### src/rtl/rename_pkg.sv
package rename_pkg;
    localparam int NUM_ARCH = 4;
    localparam int NUM_PHYS = 8;
    localparam int ARCH_W   = $clog2(NUM_ARCH);
    localparam int PHYS_W   = $clog2(NUM_PHYS);
    localparam int FL_DEPTH = NUM_PHYS - NUM_ARCH;
    localparam int FL_PTR_W = $clog2(FL_DEPTH);
    localparam int FL_CNT_W = $clog2(FL_DEPTH + 1);

    typedef logic [ARCH_W-1:0]   arch_t;
    typedef logic [PHYS_W-1:0]   phys_t;
    typedef phys_t [NUM_ARCH-1:0] map_vec_t;
    typedef logic [FL_PTR_W-1:0] fl_ptr_t;
    typedef logic [FL_CNT_W-1:0] fl_cnt_t;
endpackage

### src/rtl/rename_map_table.sv
module rename_map_table
    import rename_pkg::*;
(
    input  logic     clk,
    input  logic     rst_n,
    input  logic     upd_en,
    input  arch_t    upd_arch,
    input  phys_t    upd_phys,
    input  arch_t    rd_a,
    input  arch_t    rd_b,
    input  arch_t    rd_c,
    output phys_t    rd_a_phys,
    output phys_t    rd_b_phys,
    output phys_t    rd_c_phys,
    output map_vec_t map_o
);
    typedef struct packed {
        map_vec_t map;
    } map_state_t;

    map_state_t st_d, st_q;

    function automatic map_state_t reset_state();
        map_state_t s;
        for (int i = 0; i < NUM_ARCH; i++) begin
            s.map[i] = phys_t'(i);
        end
        return s;
    endfunction

    always_comb begin
        st_d = st_q;
        if (upd_en) begin
            st_d.map[upd_arch] = upd_phys;
        end
    end

    always_ff @(posedge clk or negedge rst_n) begin
        if (!rst_n) begin
            st_q <= reset_state();
        end else begin
            st_q <= st_d;
        end
    end

    // reads use registered state: pre-update view within an instruction
    assign rd_a_phys = st_q.map[rd_a];
    assign rd_b_phys = st_q.map[rd_b];
    assign rd_c_phys = st_q.map[rd_c];
    assign map_o     = st_q.map;
endmodule

### src/rtl/rename_free_list.sv
module rename_free_list
    import rename_pkg::*;
(
    input  logic    clk,
    input  logic    rst_n,
    input  logic    pop_req,
    input  logic    push_req,
    input  phys_t   push_tag,
    output phys_t   head_tag,
    output logic    empty,
    output fl_cnt_t count_o
);
    typedef struct packed {
        phys_t [FL_DEPTH-1:0] slot;
        fl_ptr_t              head;
        fl_ptr_t              tail;
        fl_cnt_t              count;
    } fl_state_t;

    fl_state_t st_d, st_q;
    logic      pop_ok, push_ok;

    function automatic fl_ptr_t ptr_inc(input fl_ptr_t p);
        if (p == fl_ptr_t'(FL_DEPTH - 1)) begin
            return '0;
        end
        return p + fl_ptr_t'(1);
    endfunction

    function automatic fl_state_t reset_state();
        fl_state_t s;
        for (int i = 0; i < FL_DEPTH; i++) begin
            s.slot[i] = phys_t'(NUM_ARCH + i);
        end
        s.head  = '0;
        s.tail  = '0;
        s.count = fl_cnt_t'(FL_DEPTH);
        return s;
    endfunction

    always_comb begin
        pop_ok  = pop_req && (st_q.count != '0);
        push_ok = push_req && ((st_q.count != fl_cnt_t'(FL_DEPTH)) || pop_ok);
        st_d    = st_q;
        if (pop_ok) begin
            st_d.head = ptr_inc(st_q.head);
        end
        if (push_ok) begin
            st_d.slot[st_q.tail] = push_tag;
            st_d.tail            = ptr_inc(st_q.tail);
        end
        case ({push_ok, pop_ok})
            2'b10:   st_d.count = st_q.count + fl_cnt_t'(1);
            2'b01:   st_d.count = st_q.count - fl_cnt_t'(1);
            default: st_d.count = st_q.count;
        endcase
    end

    always_ff @(posedge clk or negedge rst_n) begin
        if (!rst_n) begin
            st_q <= reset_state();
        end else begin
            st_q <= st_d;
        end
    end

    assign head_tag = st_q.slot[st_q.head];
    assign empty    = (st_q.count == '0);
    assign count_o  = st_q.count;
endmodule

### src/rtl/reg_rename_stage.sv
module reg_rename_stage
    import rename_pkg::*;
(
    input  logic              clk,
    input  logic              rst_n,
    input  logic              ren_valid,
    input  logic [ARCH_W-1:0] ren_src_a,
    input  logic [ARCH_W-1:0] ren_src_b,
    input  logic [ARCH_W-1:0] ren_dst,
    input  logic              rel_valid,
    input  logic [PHYS_W-1:0] rel_tag,
    output logic              ren_stall,
    output logic [PHYS_W-1:0] src_a_tag,
    output logic [PHYS_W-1:0] src_b_tag,
    output logic [PHYS_W-1:0] dst_new_tag,
    output logic [PHYS_W-1:0] dst_old_tag
);
    logic     pool_empty;
    logic     alloc;
    fl_cnt_t  fl_count;
    map_vec_t map_vec;

    assign alloc     = ren_valid && !pool_empty;
    assign ren_stall = pool_empty;

    rename_free_list u_pool (
        .clk      (clk),
        .rst_n    (rst_n),
        .pop_req  (alloc),
        .push_req (rel_valid),
        .push_tag (rel_tag),
        .head_tag (dst_new_tag),
        .empty    (pool_empty),
        .count_o  (fl_count)
    );

    rename_map_table u_map (
        .clk       (clk),
        .rst_n     (rst_n),
        .upd_en    (alloc),
        .upd_arch  (ren_dst),
        .upd_phys  (dst_new_tag),
        .rd_a      (ren_src_a),
        .rd_b      (ren_src_b),
        .rd_c      (ren_dst),
        .rd_a_phys (src_a_tag),
        .rd_b_phys (src_b_tag),
        .rd_c_phys (dst_old_tag),
        .map_o     (map_vec)
    );
endmodule

### config.mk
export PLATFORM = sky130hd
export DESIGN_NAME = reg_rename_stage
export DESIGN_NICKNAME = d
export VERILOG_FILES = /design/src/rtl/rename_pkg.sv /design/src/rtl/rename_map_table.sv /design/src/rtl/rename_free_list.sv /design/src/rtl/reg_rename_stage.sv
export SDC_FILE = /design/constraint.sdc
export NUM_CORES = 1
export LEC_CHECK = 0
export ABC_CLOCK_PERIOD_IN_PS = 5600
export BUFFER_PORTS_ARGS = -buffer_cell sky130_fd_sc_hd__buf_2
export CAP_MARGIN = 10
export CELL_PAD_IN_SITES_DETAIL_PLACEMENT = 0
export CELL_PAD_IN_SITES_GLOBAL_PLACEMENT = 1
export CORE_MARGIN = 5
export CORE_UTILIZATION = 50
export CTS_CLUSTER_SIZE = 24
export DETAILED_ROUTE_END_ITERATION = 8
export GPL_ROUTABILITY_DRIVEN = 0
export PLACE_DENSITY = 0.91
export SYNTH_ARGS = -nofsm -noshare
export SYNTH_HDL_FRONTEND = slang
export SYNTH_SLANG_ARGS = --single-unit
### constraint.sdc
create_clock -name clk -period 5.6 [get_ports clk]
set_input_delay 0.56 -clock clk [delete_from_list [all_inputs] [get_ports clk]]
set_output_delay 0.56 -clock clk [all_outputs]
set_load 0.005 [all_outputs]
==> metrics list, run 1 <==
- The flow ran to the end, and the final reports show no timing, DRC or antenna violations.
- Of the total power, the clock network draws 0.114.
* Number of global-route vias before repair: 1,061
* Final instance area: 1910 µm²
- Clock Pin Slew Worst Setup and Hold Paths: 0.09 ns
* Root buf cell: sky130_fd_sc_hd__clkbuf_4
- The worst-case IR drop observed on VDD is 0.349 mV.
- Worst reg2reg path startpoint: u_pool.count_o[2]$_DFFE_PN1P_
* Level count of the clock H-tree: 2
* Vias per cell: 5.43
* Average instance area after synthesis: 15.9 µm²
- Remaining global-route overflow: 0
- In this run the register-to-register setup slack is 3.22 ns.
* DRC violation total after the first TritonRoute iteration: 42
- End of the critical path: u_pool.count_o[2]$_DFFE_PN1P_
- For this run, the total global-route usage over all layers was measured as 0.155.
* Worst-path cell with the longest stage delay: sky130_fd_sc_hd__dfstp_2
* Post-route setup slack: 3.22 ns
* Most used cell, CP: sky130_fd_sc_hd__xor2_1
- Synthesis inferred 31 register bits.
- Antenna violations before repair: 0
* Sum of internal, switching and leakage power: 1.02 mW
* Net count, final: 157
- CTS saw 31 sinks.
- End-of-flow core utilization: 0.581
- For this design the total switching power over the nets is 349 µW.
- Post-CTS Setup Inserts: 0
* Overall routed net length: 3070 µm
- Post_cts resized: 0
- Cell variety after synth: 25
- For this run, design rule violations remaining after detail routing come to 0.
- Hold-fix buffer count after cts: 0
* Shortest period the worst path allows: 2.38 ns
- Traced cell by cell, the critical path runs through or4b_4 > nand2_4 > ha_1 > inv_1 > fa_1 > xor2_1 > nor2_1 > xor2_1.
- The worst setup path is captured at a flip-flop.
* Total setup violations reported at the end of the flow: 0
* Arrival time of the worst setup path: 2.62 ns
- In this run the worst hold path is classified as in2async.
* Area added between synthesis and finish: 13.6%
- Most common cell after layout, fill and taps aside: sky130_fd_sc_hd__buf_2
- Across all hold checks on the routed design, the worst slack comes to 0.280 ns.
* Setup TNS: 0 ns
* Largest net degree at the start of global routing: 32
* First drt pass iteration count: 4
* Effective utilization at floorplan: 0.512
- Launch point of the critical path: u_pool.count_o[2]$_DFFE_PN1P_
- Dividing the final minimum period by the clock period gives 0.424.
- First-pass GRT wire length: 5070 µm
* Commonest cells after routing, fill and taps aside: sky130_fd_sc_hd__buf_2, sky130_fd_sc_hd__dfrtp_1, sky130_fd_sc_hd__mux2_1
* Setup repair after global routing missed its margin: no
* Post-route clock skew: 0.00868 ns
- Power spread over the standard cell area amounts to 537 nW/µm².
- Placed Cells incl. Taps: 176
* Switching share of power: 0.341
* Average detailed-routed wire length per instance: 16.7 µm
- The die covers 4620 µm².
- Via Count: 999
* Number of hold violations in the final report: 0
- Synthesis produced 106 cells.
- Routed Antenna Nets: 0
- CP Max Fanout: 5
- STA classifies the critical path startpoint as a flip-flop.
* Clock Path Buffers: 2
- After synthesis the cells add up to 1680 µm².
* Die width: 68.0 µm
- The number of antenna diodes in the final layout is 0.
- Startpoint-to-endpoint class of the critical path: reg2reg
- DP Worst Slack: 3.11 ns
- Final cell count without fillers: 184
- In this run the cell area measured after placement is 1860 µm².
* I/O pin count: 26
- At the later pin of the worst-skew pair, clock insertion delay measures 0.31 ns.
* I/O Buffers: 25
- Slowest Stage Delay on Critical Path: 0.60 ns
- Top achievable clock speed: 421 MHz
- Leakage: 0.826 nW
- Of the cells placed in the final design, the portion with a size suffix greater than 1 is 0.536.
- Post-Synthesis Net Count: 126
- Clock tree from TritonCTS: done
- Count of cells along the worst register-to-register path: 8
- Number of buffers inserted during clock tree synthesis: 5
* Pin slew with the least headroom to its limit: 0.682 ns
- HPWL after detailed placement: 2510 µm
* Max Cap Violations: 0
* Row cnt: 21
- Proportion of power drawn by flip-flops and latches: 0.468
- The internal power of the cells totals 675 µW.
* Total of warnings raised by yosys: 0
* CP Data Required Time: 5.84 ns
- Of the total power, combinational logic draws 0.418.
* Die Y-Extent: 68.0 µm
* Area of the core region: 3280 µm²
- Share of the yosys chip area belonging to registers: 0.471
- End of the worst register-to-register path: u_pool.count_o[2]$_DFFE_PN1P_
- Slew HR: 0.545
* Max Transition Viols Final: 0
==> worst max-delay path: cells and delay by family, from the launching register on <==
family,cells,cell delay (ns)
xor+xnor,2,0.33
buf+inv,1,0.06
fa+ha+maj,2,0.55
flops,1,0.60
simple gates,3,0.76
==> power by group through the flow <==
stage / combinational [mW] / sequential (mW) / clock (mW)
finish: 0.428 / 0.479 / 0.116
global route: 0.478 / 0.498 / 0.133
CTS: 0.439 / 0.479 / 0.120
detailed placement: 0.438 / 0.484 / 0
global placement: 0.413 / 0.469 / 0
floorplan: 0.312 / 0.449 / 0
==> flip-flops by register name, indices dropped and copies added (netlist names) <==
register	cells
u_pool.st_q	16
u_map.map_o	12
u_pool.count_o	3
==> cells in the mapped netlist <==
| library cell | count | area, µm² |
|---|---|---|
| sky130_fd_sc_hd__dfrtp_1 | 18 | 450 |
| sky130_fd_sc_hd__mux2_1 | 17 | 191 |
| sky130_fd_sc_hd__dfstp_2 | 13 | 342 |
| sky130_fd_sc_hd__mux4_2 | 11 | 248 |
| sky130_fd_sc_hd__mux2_2 | 9 | 101 |
| sky130_fd_sc_hd__ha_1 | 6 | 75.1 |
| sky130_fd_sc_hd__inv_1 | 5 | 18.8 |
| sky130_fd_sc_hd__nand3_2 | 4 | 40.0 |
| sky130_fd_sc_hd__nand2_1 | 3 | 11.3 |
| sky130_fd_sc_hd__nor2_1 | 2 | 7.51 |
| sky130_fd_sc_hd__nor3_1 | 2 | 10.0 |
| sky130_fd_sc_hd__nor3b_2 | 2 | 25.0 |
| sky130_fd_sc_hd__xor2_1 | 2 | 17.5 |
| sky130_fd_sc_hd__a21o_1 | 1 | 7.51 |
| sky130_fd_sc_hd__clkbuf_1 | 1 | 3.75 |
| sky130_fd_sc_hd__fa_1 | 1 | 20.0 |
| sky130_fd_sc_hd__inv_2 | 1 | 3.75 |
| sky130_fd_sc_hd__mux2i_1 | 1 | 10.0 |
| sky130_fd_sc_hd__mux4_1 | 1 | 26.3 |
| sky130_fd_sc_hd__nand2_4 | 1 | 11.3 |
| sky130_fd_sc_hd__nand3_1 | 1 | 5.00 |
| sky130_fd_sc_hd__o31ai_4 | 1 | 21.3 |
| sky130_fd_sc_hd__or3_4 | 1 | 11.3 |
| sky130_fd_sc_hd__or4b_4 | 1 | 13.8 |
| sky130_fd_sc_hd__xnor2_1 | 1 | 8.76 |
==> worst min-delay path by stage <==
stage	start	endpoint	slack (ns)
after global placement	u_pool.st_q[7]$_DFFE_PN0P_	u_pool.st_q[7]$_DFFE_PN0P_	0.47
final	rst_n	u_pool.st_q[11]$_DFFE_PN0P_	0.28
after detailed placement	u_pool.st_q[8]$_DFFE_PN0P_	u_pool.st_q[8]$_DFFE_PN0P_	0.49
after global routing	rst_n	u_map.map_o[4]$_DFFE_PN0P_	0.32
after CTS	rst_n	u_pool.st_q[11]$_DFFE_PN0P_	0.28
after floorplan	rst_n	u_map.map_o[0]$_DFFE_PN0P_	0.26
==> final cells by class <==
class | instances | area (µm²)
multi-input cells | 68 | 862
fillers | 278 | 1380
well taps | 46 | 57.6
inverters | 6 | 22.5
clock buffers | 8 | 48.8
flip-flops and latches | 31 | 792
repair buffers | 25 | 125
==> layer usage <==
layer  GRT usage  wire length (µm)
met2       0.279              1650
met3      0.0542               175
met1       0.169              1200
met5           0                 0
met4      0.0496                36
==> cells by family (layout without fill, tap and decap cells) <==
group,Yosys count,in the layout,synth area share
flops,31,31,0.471
buf+inv,7,39,0.0156
compound gates,2,2,0.0171
mux,39,39,0.343
fa+ha+maj,7,7,0.0566
xor+xnor,3,3,0.0156
simple gates,17,17,0.0804
(Power assumes the default switching activity.)
==> inputs of run 2 (changes only) <==
--- a/config.mk
+++ b/config.mk
@@ -5,17 +5,17 @@
 export SDC_FILE = /design/constraint.sdc
 export NUM_CORES = 1
 export LEC_CHECK = 0
-export ABC_CLOCK_PERIOD_IN_PS = 5600
+export ABC_CLOCK_PERIOD_IN_PS = 2100
 export BUFFER_PORTS_ARGS = -buffer_cell sky130_fd_sc_hd__buf_2
 export CAP_MARGIN = 10
 export CELL_PAD_IN_SITES_DETAIL_PLACEMENT = 0
 export CELL_PAD_IN_SITES_GLOBAL_PLACEMENT = 1
 export CORE_MARGIN = 5
-export CORE_UTILIZATION = 50
+export CORE_UTILIZATION = 42
 export CTS_CLUSTER_SIZE = 24
 export DETAILED_ROUTE_END_ITERATION = 8
 export GPL_ROUTABILITY_DRIVEN = 0
-export PLACE_DENSITY = 0.91
+export PLACE_DENSITY = 0.83
 export SYNTH_ARGS = -nofsm -noshare
 export SYNTH_HDL_FRONTEND = slang
 export SYNTH_SLANG_ARGS = --single-unit
==> constraint.sdc (replaced) <==
create_clock -name clk -period 2.1 [get_ports clk]
set_input_delay 0.21 -clock clk [delete_from_list [all_inputs] [get_ports clk]]
set_output_delay 0.21 -clock clk [all_outputs]
set_load 0.005 [all_outputs]
==> metrics list, run 2 (same netlist as run 1, synthesis figures left out) <==
- The sum of buffers and inverters on the critical path is 1 (unchanged).
* Proportion of power drawn by flip-flops and latches: 0.400 (was 0.468)
- Clock Path Buffers: 2 (unchanged)
- Top achievable clock speed: 476 MHz (was 421 MHz)
- Worst hold path class: in2reg (was in2async)
* I/O Buffers: 25 (unchanged)
- CP Cell Sequence: or4b_4 > nand2_4 > ha_4 > inv_2 > fa_2 > xor2_1 > nor2_1 > xor2_1 (was or4b_4 > nand2_4 > ha_1 > inv_1 > fa_1 > xor2_1 > nor2_1 > xor2_1).
* Share of total power in the clock network: 0.192 (was 0.114)
* Largest delay share family, worst path: simple AND/OR/NAND/NOR gates (unchanged)
- The routed wire length per instance is 16.5 µm (was 16.7 µm).
* Layout cell share with drive strength beyond 1: 0.596 (was 0.536)
- The worst-case vdd ir drop is 0.753 mV (was 0.349 mV).
- The delay of the slowest critical-path stage came to 0.53 ns (was 0.60 ns).
- End-of-flow core utilization: 0.522 (was 0.581)
- Die width: 73.3 µm (was 68.0 µm)
- Effective utilization at floorplan: 0.426 (was 0.512)
* Number of filler cells placed in the layout: 331 (was 278)
- The antenna diode instance count came to 0 (unchanged).
* Via Count: 1,028 (was 999)
- Commonest cells after routing, fill and taps aside: sky130_fd_sc_hd__buf_2, sky130_fd_sc_hd__dfrtp_1, sky130_fd_sc_hd__mux2_1 (unchanged)
- The critical path class is reg2reg (unchanged).
* Outcome: complete, but fails checks (was finished clean)
* Arrival time of the worst setup path: 2.31 ns (was 2.62 ns)
- The wire length of the first global-routing pass came to 5560 µm (was 5070 µm).
- The combinational group share of total power came to 0.408 (was 0.418).
- The final clock period utilization by the worst path came to 1.00 (was 0.424).
- The required arrival time at the worst endpoint is 2.30 ns (was 5.84 ns).
- The shortest period the worst path allows came to 2.10 ns (was 2.38 ns).
* Most used cell, CP: sky130_fd_sc_hd__xor2_1 (unchanged)
* Max Cap Violations: 0 (unchanged)
- Flip-flop count of the largest register, all copies and words added: 16 (unchanged)
- The number of endpoints failing setup at the final stage came to 1 (was 0).
- The core box area was 3940 µm² (was 3280 µm²).
- Latest clock arrival within the worst-skew pair: 0.29 ns (was 0.31 ns)
* Row cnt: 23 (was 21)
* HPWL after detailed placement: 2560 µm (was 2510 µm)
* Area added between synthesis and finish: 22.6% (was 13.6%)
- Setup repair after global routing missed its margin: yes (was no)
- The number of failing hold endpoints at the final stage came to 0 (unchanged).
- The post-route clock skew was 0.00825 ns (was 0.00868 ns).
- The element type at the critical path start is a flip-flop (unchanged).
* Cell area power density: 1510 nW/µm² (was 537 nW/µm²)
* Switching share of power: 0.319 (was 0.341)
- Post-route setup slack: -0.00178 ns (was 3.22 ns)
- Most common cell after layout, fill and taps aside: sky130_fd_sc_hd__buf_2 (unchanged)
- Internal Power: 2.12 mW (was 675 µW)
* Vias per cell: 5.24 (was 5.43)
- The register area came to 792 µm² (unchanged).
- The total global-route track usage is 0.141 (was 0.155).
- The initial antenna violation count was 0 (unchanged).
- The reported net switching power came to 990 µW (was 349 µW).
* DRC violation total after the first TritonRoute iteration: 47 (was 42)
- The depth of the CTS H-tree came to 2 (unchanged).
- The TritonCTS clock tree is done (unchanged).
- Die Y-Extent: 73.3 µm (was 68.0 µm)
* Clock Pin Slew Worst Setup and Hold Paths: 0.06 ns (was 0.09 ns)
- Routed Antenna Nets: 0 (unchanged)
- The total leakage power was 0.898 nW (was 0.826 nW).
- Worst-path cell with the longest stage delay: sky130_fd_sc_hd__dfstp_2 (unchanged)
- Top reg by flops: u_pool.st_q (unchanged)
- DIE AREA: 5370 µm² (was 4620 µm²)
- DRC errors left: 0 (unchanged)
- First drt pass iteration count: 4 (unchanged)
- Net count, final: 165 (was 157)
- The clock buffer count from CTS came to 5 (unchanged).
- The total wire length came to 3240 µm (was 3070 µm).
* Number of global-route vias before repair: 1,148 (was 1,061)
- Number of clock sinks seen by CTS: 31 (unchanged)
- I/O pin count: 26 (unchanged)
- The number of slew-limit violations in the final report is 0 (unchanged).
* Pin slew with the least headroom to its limit: 0.659 ns (was 0.682 ns)
- The critical path endpoint category is a flip-flop (unchanged).
- Root buf cell: sky130_fd_sc_hd__clkbuf_8 (was sky130_fd_sc_hd__clkbuf_4)
- The checks that failed: negative setup slack.
- The combined area of the multi-input logic cells is 877 µm² (was 862 µm²).
- The relative slew slack was 0.561 (was 0.545).
- Largest net degree at the start of global routing: 32 (unchanged)
- Sum of internal, switching and leakage power: 3.11 mW (was 1.02 mW)
* CP Max Fanout: 2 (was 5)
* Remaining global-route overflow: 0 (unchanged)
[run 2: changes by cell type in the layout (fill, tap and decap cells not counted), sizes merged]
cell         previous run  this run
clkbuf                  8         6
clkinv                  0         1
bufinv                  0         1
dlygate4sd3             0         1
buf                    25        32
[run 2: routing by layer]
metal	share of wire	track usage	routed length, µm
met5	0	0	0
met4	0.022	0.0635	70
met3	0.079	0.0561	257
met2	0.53	0.238	1710
met1	0.37	0.154	1200
[run 2: final cells by class]
class                           instances  area share
Sequential cell                        31       0.385
Clock inverter                          2      0.0170
Timing Repair Buffer                   33      0.0911
Tap cell                               50      0.0304
Clock buffer                            6      0.0401
Multi-Input combinational cell         68       0.426
Inverter                                6      0.0109
[run 2: worst reg2reg max path: stages (launching register included)]
cell and delay (ns):
sky130_fd_sc_hd__dfstp_2 0.53, sky130_fd_sc_hd__or4b_4 0.49, sky130_fd_sc_hd__nand2_4 0.09, sky130_fd_sc_hd__ha_4 0.13, sky130_fd_sc_hd__inv_2 0.03, sky130_fd_sc_hd__fa_2 0.32, sky130_fd_sc_hd__xor2_1 0.14, sky130_fd_sc_hd__nor2_1 0.12
sky130_fd_sc_hd__xor2_1 0.17
[run 2: metrics by stage]
stage	worst slack (ns)	instances	area, µm²	TNS (ns)	hold WS [ns]
CTS	-0.0256	194	2040	-0.0256	0.164
finish	-0.00178	196	2060	-0.00178	0.168
detailed placement	-0.0407	184	1910	-0.0407	0.277
global placement	0.0531	184	1910	0	0.265
floorplan	-0.0391	106	1700	-0.0391	-0.0856
global route	-0.0969	196	2060	-0.0991	0.176
[run 2: what timing repair did]
action,4_1_cts,5_1_grt
hold buffers,1,0
resized for setup,1,0
setup buffers,1,2
pin swaps,3,4
endpoints found under the setup margin,1,2
cloned,0,0
hold endpoints to repair,18,0
[run 2: worst paths after layout]
check	to	startpoint	depth (start not counted)	slack, ns
worst min-delay path	u_pool.st_q[7]$_DFFE_PN0P_	rel_tag[0]	2	0.17
min in group asynchronous	u_pool.st_q[5]$_DFFE_PN0P_	rst_n	2	0.50
worst min register to register	u_pool.st_q[7]$_DFFE_PN0P_	u_pool.st_q[7]$_DFFE_PN0P_	1	0.49
max in group asynchronous	u_pool.st_q[4]$_DFFE_PN0P_	rst_n	2	1.17
worst max register to register	u_pool.count_o[2]$_DFFE_PN1P_	u_pool.count_o[2]$_DFFE_PN1P_	8	-0.002
worst max-delay path	u_pool.count_o[2]$_DFFE_PN1P_	u_pool.count_o[2]$_DFFE_PN1P_	8	-0.002
[run 2: power groups by stage]
stage | combinational [mW] | sequential [mW] | clock, mW
6_report | 1.27 | 1.24 | 0.597
5_1_grt | 1.42 | 1.29 | 0.644
4_1_cts | 1.29 | 1.25 | 0.612
3_5_place_dp | 1.28 | 1.26 | 0
3_3_place_gp | 1.21 | 1.22 | 0
2_1_floorplan | 0.846 | 1.20 | 0
==> inputs of run 3 (changes only) <==
--- a/config.mk
+++ b/config.mk
@@ -5,13 +5,14 @@
 export SDC_FILE = /design/constraint.sdc
 export NUM_CORES = 1
 export LEC_CHECK = 0
+export ABC_AREA = 1
 export ABC_CLOCK_PERIOD_IN_PS = 2100
 export BUFFER_PORTS_ARGS = -buffer_cell sky130_fd_sc_hd__buf_2
 export CAP_MARGIN = 10
 export CELL_PAD_IN_SITES_DETAIL_PLACEMENT = 0
 export CELL_PAD_IN_SITES_GLOBAL_PLACEMENT = 1
 export CORE_MARGIN = 5
-export CORE_UTILIZATION = 42
+export CORE_UTILIZATION = 37
 export CTS_CLUSTER_SIZE = 24
 export DETAILED_ROUTE_END_ITERATION = 8
 export GPL_ROUTABILITY_DRIVEN = 0
==> metrics list, run 3 <==
- The fraction of synthesized area in multiplexers is 0 (was 0.343).
- Worst Hold Launch: rel_tag[2] (was rel_tag[0])
- The number of clock sinks came to 31 (unchanged).
* Flip-flop count of the largest register, all copies and words added: 16 (unchanged)
- The clock buffer count from CTS came to 5 (unchanged).
- Die Y-Extent: 80.3 µm (was 73.3 µm)
* Largest net degree at the start of global routing: 32 (unchanged)
- Startpoint-to-endpoint class of the critical path: reg2reg (unchanged)
- The first-iteration detailed-routing DRC count was 97 (was 47).
- Count of cells along the worst register-to-register path: 11 (was 8)
- The register area was 792 µm² (unchanged).
* Pin slew with the least headroom to its limit: 0.691 ns (was 0.659 ns)
- Average instance area after synthesis: 7.37 µm² (was 15.9 µm²)
- Clock Pin Slew Worst Setup and Hold Paths: 0.06 ns (about the same)
- Slowest Stage Delay on Critical Path: 0.52 ns (was 0.53 ns)
* Post-Synth XOR/XNOR Area: 0.00958 (was 0.0156)
* Footprint of the multi-input gates: 875 µm² (was 877 µm²)
- The post-synthesis cell count is 248 (was 106).
* CP Max Fanout: 6 (was 2)
* Level count of the clock H-tree: 2 (unchanged)
- The highest metal layer used by the detailed router is met4 (unchanged).
* Share of Yosys cell area claimed by the top area cell type: 0.246 (was 0.268)
- Leakage: 1.17 nW (was 0.898 nW)
* HPWL after detailed placement: 3210 µm (was 2560 µm)
- Clock tree from TritonCTS: done (unchanged)
- The residual DRC count came to 0 (unchanged).
- R2R Setup Slk: 0.19 ns (was -0.002 ns)
- Post-Synthesis Net Count: 268 (was 126)
- The row count came to 25 (was 23).
* Worst-path cell with the longest stage delay: sky130_fd_sc_hd__dfstp_2 (unchanged)
- Commonest cells after routing, fill and taps aside: sky130_fd_sc_hd__nand2_1, sky130_fd_sc_hd__inv_1, sky130_fd_sc_hd__buf_2 (was sky130_fd_sc_hd__buf_2, sky130_fd_sc_hd__dfrtp_1, sky130_fd_sc_hd__mux2_1).
* DIE AREA: 6450 µm² (was 5370 µm²)
- End-of-flow core utilization: 0.451 (was 0.522)
- Setup TNS: 0 ns (was -0.00178 ns)
- The initial antenna violation count was 0 (unchanged).
- The number of slew-limit violations in the final report came to 0 (unchanged).
- The clock tree root driver cell is sky130_fd_sc_hd__clkbuf_8 (unchanged).
* CP Cell Sequence: inv_1 > nand2_2 > nand2_1 > inv_2 > ha_1 > inv_1 > fa_1 > inv_1 > nand2_1 > nand3b_1 > xor2_1 (was or4b_4 > nand2_4 > ha_4 > inv_2 > fa_2 > xor2_1 > nor2_1 > xor2_1)
- The die width came to 80.3 µm (was 73.3 µm).
- Worst hold path class: in2reg (unchanged)
- Total of warnings raised by yosys: 0 (unchanged)
* Overall fraction of global-route tracks in use: 0.148 (was 0.141)
- Slew HR: 0.540 (was 0.561)
* Main area contributors after synthesis: sky130_fd_sc_hd__dfrtp_1, sky130_fd_sc_hd__dfstp_2, sky130_fd_sc_hd__nand2_1, sky130_fd_sc_hd__inv_1, sky130_fd_sc_hd__nand3_1 (was sky130_fd_sc_hd__dfrtp_1, sky130_fd_sc_hd__dfstp_2, sky130_fd_sc_hd__mux4_2, sky130_fd_sc_hd__mux2_1, sky130_fd_sc_hd__mux2_2)
- Post-route setup slack: 0.187 ns (was -0.00178 ns)
* Latest clock arrival within the worst-skew pair: 0.28 ns (was 0.29 ns)
- The core box area is 4750 µm² (was 3940 µm²).
* Hold WS: 0.187 ns (was 0.168 ns)
- First drt pass iteration count: 4 (unchanged)
* Remaining global-route overflow: 0 (unchanged)
* Routed Antenna Nets: 0 (unchanged)
- The placement-stage worst setup slack is 0.118 ns (was -0.0407 ns).
- The largest family of logic cells by synthesized area is simple AND/OR/NAND/NOR gates (was multiplexers).
- The number of distinct library cells after synthesis came to 23 (was 25).
- Final clock period utilization by the worst path: 0.911 (was 1.00)
- The adder-cell area share of the yosys netlist is 0.0520 (was 0.0566).
* Fraction of registers with async set or reset after synthesis: 1.00 (unchanged)
* Post-route clock skew: 0.00413 ns (was 0.00825 ns)
* Routed length on met3: 249 µm (was 257 µm)
- The required arrival time at the worst endpoint was 2.31 ns (was 2.30 ns).
- Layout cell share with drive strength beyond 1: 0.219 (was 0.596)
- The critical path endpoint category is a flip-flop (unchanged).
* Leading cell types by count after synthesis: sky130_fd_sc_hd__nand2_1, sky130_fd_sc_hd__inv_1, sky130_fd_sc_hd__dfrtp_1 (was sky130_fd_sc_hd__dfrtp_1, sky130_fd_sc_hd__mux2_1, sky130_fd_sc_hd__dfstp_2)
- Area leader, netlist: sky130_fd_sc_hd__dfrtp_1 (unchanged)
- The element type at the critical path start is a flip-flop (unchanged).
* Arrival time of the worst setup path: 2.12 ns (was 2.31 ns)
* Effective utilization at floorplan: 0.384 (was 0.426)
- Top achievable clock speed: 523 MHz (was 476 MHz)
* Most common cell after layout, fill and taps aside: sky130_fd_sc_hd__nand2_1 (was sky130_fd_sc_hd__buf_2)
- Setup repair after global routing missed its margin: no (was yes)
* Max Cap Violations: 0 (unchanged)
* Mapped cell area: 1830 µm² (was 1680 µm²)
* Met2 wirelength from detailed routing: 1940 µm (was 1710 µm)
- The final-stage net count was 302 (was 165).
- Worst reg2reg path startpoint: u_pool.count_o[2]$_DFFE_PN1P_ (unchanged)
- Flip-flop and latch count after synthesis: 31 (unchanged)
- The antenna diode instance count was 0 (unchanged).
- Shortest period the worst path allows: 1.91 ns (was 2.10 ns)
- The total vias in the final route was 1,653 (was 1,028).
- The wire length of the first global-routing pass is 7350 µm (was 5560 µm).
* End of the worst register-to-register path: u_pool.count_o[2]$_DFFE_PN1P_ (unchanged)
- The fraction of the mapped netlist area in simple logic gates is 0.328 (was 0.0804).
- Vias per cell: 4.72 (was 5.24)
- The top-level I/O count is 26 (unchanged).
- Detailed-routing wirelength on met1: 1960 µm (was 1200 µm)
- The cell seen most often among critical-path stages is sky130_fd_sc_hd__inv_1 (was sky130_fd_sc_hd__xor2_1).
* WHS Endpoint: u_pool.st_q[12]$_DFFE_PN1P_ (was u_pool.st_q[7]$_DFFE_PN0P_)
- Area added between synthesis and finish: 17.4% (was 22.6%)
- The maximum buffer depth of the clock tree was 2 (unchanged).
* Most frequently used cell type in the post-synthesis netlist: sky130_fd_sc_hd__nand2_1 (was sky130_fd_sc_hd__dfrtp_1)
- Compound-gate portion of the synthesized area: 0.0876 (was 0.0171)
- The number of enable-type register cells in the synthesized netlist was 0 (unchanged).
- I/O Buffers: 25 (unchanged)
- Share of the yosys chip area belonging to registers: 0.433 (was 0.471)
* Min-Delay Path Depth: 3 (was 2)
- The number of failing hold endpoints at the final stage came to 0 (unchanged).
* Average detailed-routed wire length per instance: 12.1 µm (was 16.5 µm)
- Outcome: finished clean (was complete, but fails checks).
- The register with the most flip-flops is u_pool.st_q (unchanged).
- Number of global-route vias before repair: 1,590 (was 1,148)
- Cell area power density: 1390 nW/µm² (was 1510 nW/µm²)
* Worst-case vdd ir drop: 0.614 mV (was 0.753 mV)
* Overall routed net length: 4230 µm (was 3240 µm)
- The main flop type after synthesis is sky130_fd_sc_hd__dfrtp_1 (unchanged).
- The number of filler instances in the final layout is 519 (was 331).
* Total setup violations reported at the end of the flow: 0 (was 1)
-- run 3: routing by layer --
layer  up-vias  track usage
met4         0       0.0557
li1        860            -
met2        37        0.240
met3         8       0.0404
met1       748        0.187
met5         -            0
-- run 3: logic make-up (layout without fill, tap and decap cells) --
| group | after synthesis | in the layout |
|---|---|---|
| compound gates | 29 | 29 |
| buf+inv | 39 | 74 |
| xor+xnor | 2 | 2 |
| fa+ha+maj | 7 | 7 |
| simple gates | 140 | 140 |
| flops | 31 | 31 |
-- run 3: area by class of cell --
type,count,area share
flip-flops and latches,31,0.369
multi-input cells,178,0.408
repair buffers,31,0.0805
well taps,67,0.0391
clock inverters,1,0.00233
inverters,35,0.0612
clock buffers,7,0.0402
-- run 3: worst max-delay path, delay by kind of cell, from the launching register on --
kind / cells / cell delay, ns
xor gates and xnor gates: 1 / 0.16
adders and majority gates: 2 / 0.54
buffers and inverters: 4 / 0.30
DFF: 1 / 0.52
and+or+nand+nor: 4 / 0.32
-- run 3: worst max path at each step --
stage / startpoint / endpoint / slack (ns) / depth (start not counted)
2_1_floorplan: u_pool.count_o[2]$_DFFE_PN1P_ / u_pool.count_o[2]$_DFFE_PN1P_ / 0.22 / 11
3_3_place_gp: u_pool.count_o[2]$_DFFE_PN1P_ / u_pool.count_o[2]$_DFFE_PN1P_ / 0.23 / 11
3_5_place_dp: u_pool.count_o[2]$_DFFE_PN1P_ / u_pool.count_o[2]$_DFFE_PN1P_ / 0.12 / 11
4_1_cts: u_pool.count_o[2]$_DFFE_PN1P_ / u_pool.count_o[2]$_DFFE_PN1P_ / 0.09 / 11
5_1_grt: u_pool.count_o[2]$_DFFE_PN1P_ / u_pool.count_o[2]$_DFFE_PN1P_ / 0.005 / 11
6_report: u_pool.count_o[2]$_DFFE_PN1P_ / u_pool.count_o[2]$_DFFE_PN1P_ / 0.19 / 11
-- run 3: stage by stage --
| stage | cell area (µm²) | cells | power [mW] |
|---|---|---|---|
| 3_3_place_gp | 2020 | 338 | 2.46 |
| 4_1_cts | 2120 | 347 | 2.98 |
| 3_5_place_dp | 2020 | 338 | 2.48 |
| 2_1_floorplan | 1830 | 248 | 2.07 |
| 6_report | 2150 | 350 | 2.98 |
| 5_1_grt | 2150 | 350 | 3.29 |
-- run 3: where the power goes --
part | leakage (nW) | internal (mW) | switching [mW]
sequential | 0.361 | 0.969 | 0.270
clock | 0.0482 | 0.264 | 0.212
combinational | 0.761 | 0.524 | 0.740
total | 1.17 | 1.76 | 1.22
-- run 3: timing repair --
| item | 4_1_cts | 5_1_grt |
|---|---|---|
| resized for setup | 0 | 2 |
| buffers inserted | 0 | 3 |
| endpoints found under the setup margin | 0 | 1 |
| hold endpoints to repair | 18 | 0 |
| hold buffers | 1 | 0 |
